<file path="src/rtl/lock_det_pkg.sv">
package lock_det_pkg;

  // Strobes from the edge sequencer to the error/lock datapath
  typedef struct packed {
    logic errClr;    // abandon the current count
    logic errInc;    // one more cycle between edges
    logic measDone;  // closing edge seen, count is valid this cycle
  } meas_strobe_t;

  typedef enum logic [1:0] {
    SEQ_IDLE     = 2'd0,
    SEQ_WAIT_FB  = 2'd1,
    SEQ_WAIT_REF = 2'd2
  } seq_state_t;

  typedef enum logic [2:0] {
    SEL_HIZ     = 3'b000,
    SEL_DLOCK   = 3'b001,
    SEL_FBDIV   = 3'b010,
    SEL_HIGH    = 3'b011,
    SEL_REFDIV  = 3'b100,
    SEL_ALOCK   = 3'b101,
    SEL_SDATA   = 3'b110,
    SEL_LOW     = 3'b111
  } status_sel_t;

endpackage

</file>
<file path="src/rtl/lock_edge_ctrl.sv">
module lock_edge_ctrl
  import lock_det_pkg::*;
(
  input  logic         clk,
  input  logic         rstN,
  input  logic         powerDown,
  input  logic         refEdge,
  input  logic         fbEdge,
  output meas_strobe_t strb
);

  seq_state_t state, stateNxt;

  always_comb begin
    strb     = '0;
    stateNxt = state;
    if (powerDown) begin
      strb.errClr = 1'b1;
      stateNxt    = SEQ_IDLE;
    end else begin
      unique case (state)
        SEQ_IDLE: begin
          if (refEdge && fbEdge) begin
            strb.measDone = 1'b1;
          end else if (refEdge) begin
            strb.errInc = 1'b1;
            stateNxt    = SEQ_WAIT_FB;
          end else if (fbEdge) begin
            strb.errInc = 1'b1;
            stateNxt    = SEQ_WAIT_REF;
          end
        end
        SEQ_WAIT_FB: begin
          if (fbEdge) begin
            strb.measDone = 1'b1;
            stateNxt      = SEQ_IDLE;
          end else begin
            strb.errInc = 1'b1;
          end
        end
        SEQ_WAIT_REF: begin
          if (refEdge) begin
            strb.measDone = 1'b1;
            stateNxt      = SEQ_IDLE;
          end else begin
            strb.errInc = 1'b1;
          end
        end
        default: stateNxt = SEQ_IDLE;
      endcase
    end
  end

  always_ff @(posedge clk) begin
    if (!rstN) state <= SEQ_IDLE;
    else       state <= stateNxt;
  end

  // a measurement closes only when the lagging edge arrives
  a_r1_close_on_edge: assert property (@(posedge clk) disable iff (!rstN)
    strb.measDone |-> (refEdge || fbEdge));

  // power-down abandons any measurement
  a_r6_pd_idle: assert property (@(posedge clk) disable iff (!rstN)
    powerDown |=> (state == SEQ_IDLE));

endmodule

</file>
<file path="src/rtl/lock_err_path.sv">
module lock_err_path
  import lock_det_pkg::*;
#(
  parameter int ENTRY_CYC = 15,
  parameter int EXIT_CYC  = 25,
  parameter int SHORT_RUN = 3,
  parameter int LONG_RUN  = 5
) (
  input  logic         clk,
  input  logic         rstN,
  input  logic         precisionSel,
  input  meas_strobe_t strb,
  output logic         locked
);

  localparam int ERR_W = $clog2(EXIT_CYC + 2) + 1;
  localparam int RUN_W = $clog2(LONG_RUN + 1);
  localparam logic [ERR_W-1:0] ERR_MAX = '1;

  logic [ERR_W-1:0] errCnt;
  logic [RUN_W-1:0] runCnt;
  logic [RUN_W-1:0] runTarget;
  logic [RUN_W-1:0] runNext;
  logic             isSmall;
  logic             isLarge;

  assign runTarget = precisionSel ? RUN_W'(LONG_RUN) : RUN_W'(SHORT_RUN);
  assign runNext   = runCnt + 1'b1;
  assign isSmall   = (32'(errCnt) < ENTRY_CYC);
  assign isLarge   = (32'(errCnt) > EXIT_CYC);

  // Saturating cycle counter between the two edges
  always_ff @(posedge clk) begin
    if (!rstN || strb.errClr || strb.measDone) errCnt <= '0;
    else if (strb.errInc && errCnt != ERR_MAX)  errCnt <= errCnt + 1'b1;
  end

  // Entry run counter and lock flag with hysteresis
  always_ff @(posedge clk) begin
    if (!rstN || strb.errClr) begin
      runCnt <= '0;
      locked <= 1'b0;
    end else if (strb.measDone) begin
      if (!locked) begin
        if (isSmall) begin
          if (runNext >= runTarget) begin
            locked <= 1'b1;
            runCnt <= '0;
          end else begin
            runCnt <= runNext;
          end
        end else begin
          runCnt <= '0;
        end
      end else if (isLarge) begin
        locked <= 1'b0;
        runCnt <= '0;
      end
    end
  end

  a_r5_drop_large: assert property (@(posedge clk) disable iff (!rstN)
    (locked && strb.measDone && 32'(errCnt) > EXIT_CYC) |=> !locked);

  a_r5_hold_mid: assert property (@(posedge clk) disable iff (!rstN)
    (locked && strb.measDone && !strb.errClr && 32'(errCnt) <= EXIT_CYC) |=> locked);

  a_r2_rise_small: assert property (@(posedge clk) disable iff (!rstN)
    $rose(locked) |-> $past(strb.measDone && 32'(errCnt) < ENTRY_CYC));

  a_r6_pd_clear: assert property (@(posedge clk) disable iff (!rstN)
    strb.errClr |=> (!locked && runCnt == '0));

endmodule

</file>
<file path="src/rtl/status_out_sel.sv">
module status_out_sel
  import lock_det_pkg::*;
(
  input  logic       clk,
  input  logic       rstN,
  input  logic [2:0] muxSel,
  input  logic       lockDet,
  input  logic       refDivOut,
  input  logic       fbDivOut,
  input  logic       serialData,
  input  logic       analogLock,
  output logic       statusOut,
  output logic       statusOe
);

  always_comb begin
    statusOut = 1'b0;
    statusOe  = 1'b1;
    unique case (status_sel_t'(muxSel))
      SEL_HIZ:    statusOe  = 1'b0;
      SEL_DLOCK:  statusOut = lockDet;
      SEL_FBDIV:  statusOut = fbDivOut;
      SEL_HIGH:   statusOut = 1'b1;
      SEL_REFDIV: statusOut = refDivOut;
      SEL_ALOCK:  statusOe  = !analogLock;
      SEL_SDATA:  statusOut = serialData;
      SEL_LOW:    statusOut = 1'b0;
      default:    statusOe  = 1'b0;
    endcase
  end

  a_r9_hiz: assert property (@(posedge clk) disable iff (!rstN)
    (muxSel == 3'b000) |-> !statusOe);

  a_r9_open_drain: assert property (@(posedge clk) disable iff (!rstN)
    (muxSel == 3'b101 && statusOe) |-> !statusOut);

endmodule

</file>
<file path="src/rtl/pll_lock_monitor.sv">
module pll_lock_monitor
  import lock_det_pkg::*;
#(
  parameter int ENTRY_CYC = 15,
  parameter int EXIT_CYC  = 25,
  parameter int SHORT_RUN = 3,
  parameter int LONG_RUN  = 5
) (
  input  logic       clk,
  input  logic       rstN,
  input  logic       powerDown,
  input  logic       refEdge,
  input  logic       fbEdge,
  input  logic       refDivOut,
  input  logic       fbDivOut,
  input  logic       precisionSel,
  input  logic       muteTillLock,
  input  logic [2:0] muxSel,
  input  logic       serialData,
  input  logic       analogLock,
  output logic       lockDet,
  output logic       rfOutEn,
  output logic       statusOut,
  output logic       statusOe
);

  meas_strobe_t strb;

  lock_edge_ctrl ctrl_i (
    .clk       (clk),
    .rstN      (rstN),
    .powerDown (powerDown),
    .refEdge   (refEdge),
    .fbEdge    (fbEdge),
    .strb      (strb)
  );

  lock_err_path #(
    .ENTRY_CYC (ENTRY_CYC),
    .EXIT_CYC  (EXIT_CYC),
    .SHORT_RUN (SHORT_RUN),
    .LONG_RUN  (LONG_RUN)
  ) path_i (
    .clk          (clk),
    .rstN         (rstN),
    .precisionSel (precisionSel),
    .strb         (strb),
    .locked       (lockDet)
  );

  status_out_sel mux_i (
    .clk        (clk),
    .rstN       (rstN),
    .muxSel     (muxSel),
    .lockDet    (lockDet),
    .refDivOut  (refDivOut),
    .fbDivOut   (fbDivOut),
    .serialData (serialData),
    .analogLock (analogLock),
    .statusOut  (statusOut),
    .statusOe   (statusOe)
  );

  assign rfOutEn = !powerDown && (!muteTillLock || lockDet);

  a_r7_mute_gate: assert property (@(posedge clk) disable iff (!rstN)
    (muteTillLock && !lockDet) |-> !rfOutEn);

endmodule

</file>
<file path="config.mk">
export PLATFORM = sky130hd
export DESIGN_NAME = pll_lock_monitor
export DESIGN_NICKNAME = d
export VERILOG_FILES = /design/src/rtl/lock_det_pkg.sv /design/src/rtl/lock_edge_ctrl.sv /design/src/rtl/lock_err_path.sv /design/src/rtl/status_out_sel.sv /design/src/rtl/pll_lock_monitor.sv
export SDC_FILE = /design/constraint.sdc
export NUM_CORES = 1
export LEC_CHECK = 0
export BUFFER_PORTS_ARGS = -buffer_cell sky130_fd_sc_hd__buf_4
export CORE_AREA = 4 4 45 47
export CTS_CLUSTER_DIAMETER = 60
export DETAILED_ROUTE_END_ITERATION = 12
export DIE_AREA = 0 0 49 51
export GPL_TIMING_DRIVEN = 1
export PLACE_DENSITY = 0.76
export SYNTH_ARGS = -nofsm -noshare
export SYNTH_HDL_FRONTEND = slang
export SYNTH_SLANG_ARGS = --single-unit
</file>
<file path="constraint.sdc">
create_clock -name clk -period 5.1 [get_ports clk]
set_clock_uncertainty 0.2 [all_clocks]
set_input_delay 0.765 -clock clk [delete_from_list [all_inputs] [get_ports clk]]
set_output_delay 0.765 -clock clk [all_outputs]
set_load 0.01 [all_outputs]
</file>
==> results by group <==
Logic synthesis
  • Post-synth cell types: 35
  • Yosys Warn Count: 0
  • Seq/Total Area, Yosys: about 29%
  • Syn Area/Cell: a little over 8 µm²
  • FF+latch count, synth: 12
  • Synthesized instance count: approximately 100
  • Mapped Nets: between 100 and 150
  • Cell area after synthesis: approximately 840 µm²

Die
  • Die Ht: slightly above 50 µm
  • Core area: between 1500 and 2000 µm²
  • Initial Utilization: between 50% and 60%
  • Die X-Extent: 49 µm
  • Die area: around 2500 µm²
  • # rows: 15
  • I/O pin count: 18

CTS
  • Total CTS buffers: 3
  • CTS tree: done
  • Post-CTS sizing: 0
  • # clock sinks: 12
  • Post-CTS setup buffer count: 0
  • Later-pin clock latency in the skew report: about 0.26 ns
  • CTS max path bufs: 2
  • Reg clk slew, reported paths: roughly 0.07 ns
  • Hold_buf cts: 0
  • CTS H-tree depth: 1
  • Root Driver: clkbuf_4

Setup path
  • Startpoint types: input port
  • Critical path capture point type: output port
  • Critical path fanouts, max: 4
  • Crit-path slowest cell: a21o_1
  • WP data arrival: 1.39 ns
  • CP delay by family, top: compound AO/OA/AOI/OAI gates
  • Flop-to-flop setup slack: 3.12 ns
  • Slowest stage delay, CP: around 0.15 ns
  • Crit path required time: a little over 4 ns
  • Crit path top cell by count: buf_4
  • Crit-path cells: buf_4 > o21ai_0 > a21oi_1 > a21o_1 > buf_4
  • WS Path Type: input port to output port
  • Crit path buffers/inverters: 2

Min path
  • Worst Hold Class: flop to flop

Global routing
  • Gr ovfl total: 0
  • Overall routing resource usage: about 15%
  • Vias in the first global route: 768
  • First-pass GRT wire length: 3060 µm
  • Largest net degree at the start of global routing: 8
  • Initial antenna violation count: 0

STA
  • Final worst path period share: a little under half
  • Final setup violation count: 0
  • Max Clk Rate: 0.424 GHz
  • Fin worst setup slack: 2.74 ns
  • Worst-margin pin slew: 0.348 ns
  • Max-slew violation count: 0
  • Clock period minus worst slack: around 2.4 ns
  • Fin Setup TNS: 0 ns
  • Slew margin rel.: about three quarters
  • Hold Violations, Final: 0
  • RSZ-0062 raised after global routing: false

Flow run
  • Max-cap viol count: 0

Power and ir drop
  • Pwr dens: 194 nW/µm²
  • Sw Ratio: a little over a quarter
  • Sequential share of power: around 50%
  • Combinational power share: 20.5%
  • Max rail drop VDD: between 150 and 200 µV
  • Clock power share: a little under 30%
  • Int Power: around 140 µW
  • LEAKAGE: approximately 0.45 nW
  • Net load switching power: 51.9 µW

Routing
  • DRT antenna net count: 0
  • DR vias: between 700 and 800
  • Drt pass-1 iters: 4
  • Routed WL per cell: about 12 µm
  • Total routed wirelength: 1680 µm
  • DR iter-0 viols: 11
  • Residual DRC: 0
  • DR vias/cell: approximately 5.6

Layout
  • Ant diodes: 0
  • # nets final: 145
  • Filler Cells Inserted: 163
  • Fin cells: between 100 and 150
  • Layout cells sized above 1: between 10% and 20%
  • Most frequent cells in the layout: buf_4, dfxtp_1, nor2_1, inv_1, ha_1
  • Commonest non-fill, non-tap cell in the layout: buf_4
  • Area Growth Syn to Fin: 19.5%

Placed design
  • GP Congestion: just over 0.8
  • Pre-CTS setup slack: ~2.6 ns
  • Placed cells: about 140
  • Hpwl dp: ~1400 µm
  • Port Buffers: 17

Status
  • Status: complete, no violations
==> power groups by stage <==
stage                     sequential [mW]  combinational (mW)  clock (mW)
after floorplan                    0.0986              0.0240           0
after global placement             0.0993              0.0387           0
after detailed placement           0.0993              0.0399           0
after CTS                          0.0971              0.0400      0.0596
after global routing               0.0975              0.0453      0.0662
final                              0.0971              0.0399      0.0575
==> synthesized netlist by cell type <==
master / instances / area (µm²)
inv_1: 9 / 33.8
a311o_1: 1 / 10.0
xor2_1: 1 / 8.76
nand4_1: 1 / 6.26
o31a_1: 1 / 8.76
or4_1: 1 / 7.51
o21ai_1: 1 / 5.00
and4_1: 1 / 8.76
nand3b_1: 2 / 15.0
o21ai_0: 4 / 20.0
a211oi_1: 2 / 15.0
nor3b_1: 2 / 15.0
a311oi_4: 1 / 26.3
nand2b_1: 3 / 18.8
nor2b_1: 1 / 6.26
nor4_1: 2 / 12.5
and3b_1: 1 / 8.76
o21a_1: 2 / 15.0
a31oi_1: 1 / 6.26
nor2_1: 10 / 37.5
nor3_1: 2 / 10.0
and3_1: 2 / 12.5
a41o_1: 1 / 10.0
mux2i_1: 4 / 40.0
o31ai_1: 1 / 7.51
nand2_1: 7 / 26.3
and2_1: 1 / 6.26
nand3_1: 5 / 25.0
ha_1: 8 / 100
a21oi_1: 7 / 35.0
a21o_1: 2 / 15.0
dfxtp_1: 12 / 240
buf_4: 1 / 7.51
xnor2_1: 1 / 8.76
o211a_1: 1 / 10.0
==> per-stage QoR <==
step | power (mW) | area (µm²) | hold WS, ns | utilization, %
global route | 0.209 | 1000 | 0.311 | 60.8
detailed placement | 0.139 | 981 | 0.282 | 59.4
finish | 0.194 | 1000 | 0.290 | 60.8
CTS | 0.197 | 1000 | 0.291 | 60.8
floorplan | 0.123 | 840 | 0.246 | -
global placement | 0.138 | 981 | 0.258 | 59.4
==> logic make-up (layout without fill, tap and decap cells) <==
kind of cell | after synthesis | count (layout) | share of synthesized area [%]
muxes | 4 | 4 | 4.77
xor gates and xnor gates | 2 | 2 | 2.09
DFF | 12 | 12 | 28.6
adders and majority gates | 8 | 8 | 11.9
AOI/OAI and AO/OA | 25 | 25 | 21.9
and+or+nand+nor | 41 | 41 | 25.8
buffers and inverters | 10 | 29 | 4.92
==> routing by layer <==
| layer | up-vias | GRT usage (%) | part of all wire, % |
|---|---|---|---|
| li1 | 410 | - | - |
| met1 | 352 | 16.7 | 46 |
| met2 | 9 | 27.2 | 50 |
| met3 | 2 | 3.79 | 2.4 |
| met4 | 0 | 8.07 | 1.3 |
| met5 | - | 0 | 0 |
==> registers in the layout, summed over array words and instances (netlist names) <==
signal	flops
path_i.errCnt	6
path_i.locked	1
ctrl_i.state	2
path_i.runCnt	3
==> final timing paths <==
kind,depth (start not counted),start,to
max,5,muxSel[1],statusOut
min,2,path_i.runCnt[1],path_i.runCnt[1]
max reg2reg,6,path_i.errCnt[0],path_i.runCnt[1]
min reg2reg,2,path_i.runCnt[1],path_i.runCnt[1]
==> area by class of cell <==
class | count | area [µm²] | share of cell area (%)
Sequential cell | 12 | 240 | 23.9
Tap cell | 17 | 21.3 | 2.12
Timing Repair Buffer | 17 | 128 | 12.7
Inverter | 9 | 33.8 | 3.37
Clock buffer | 3 | 22.5 | 2.24
Multi-Input combinational cell | 80 | 558 | 55.6
==> worst reg2reg max path: stages (launching register included) <==
cell and delay [ns]:
dfxtp_1 0.35, ha_1 0.27, and3_1 0.22, or4_1 0.47
nor2_1 0.16, nand3_1 0.09, a21oi_1 0.16
Note: power is estimated with default switching activity, not from simulation.
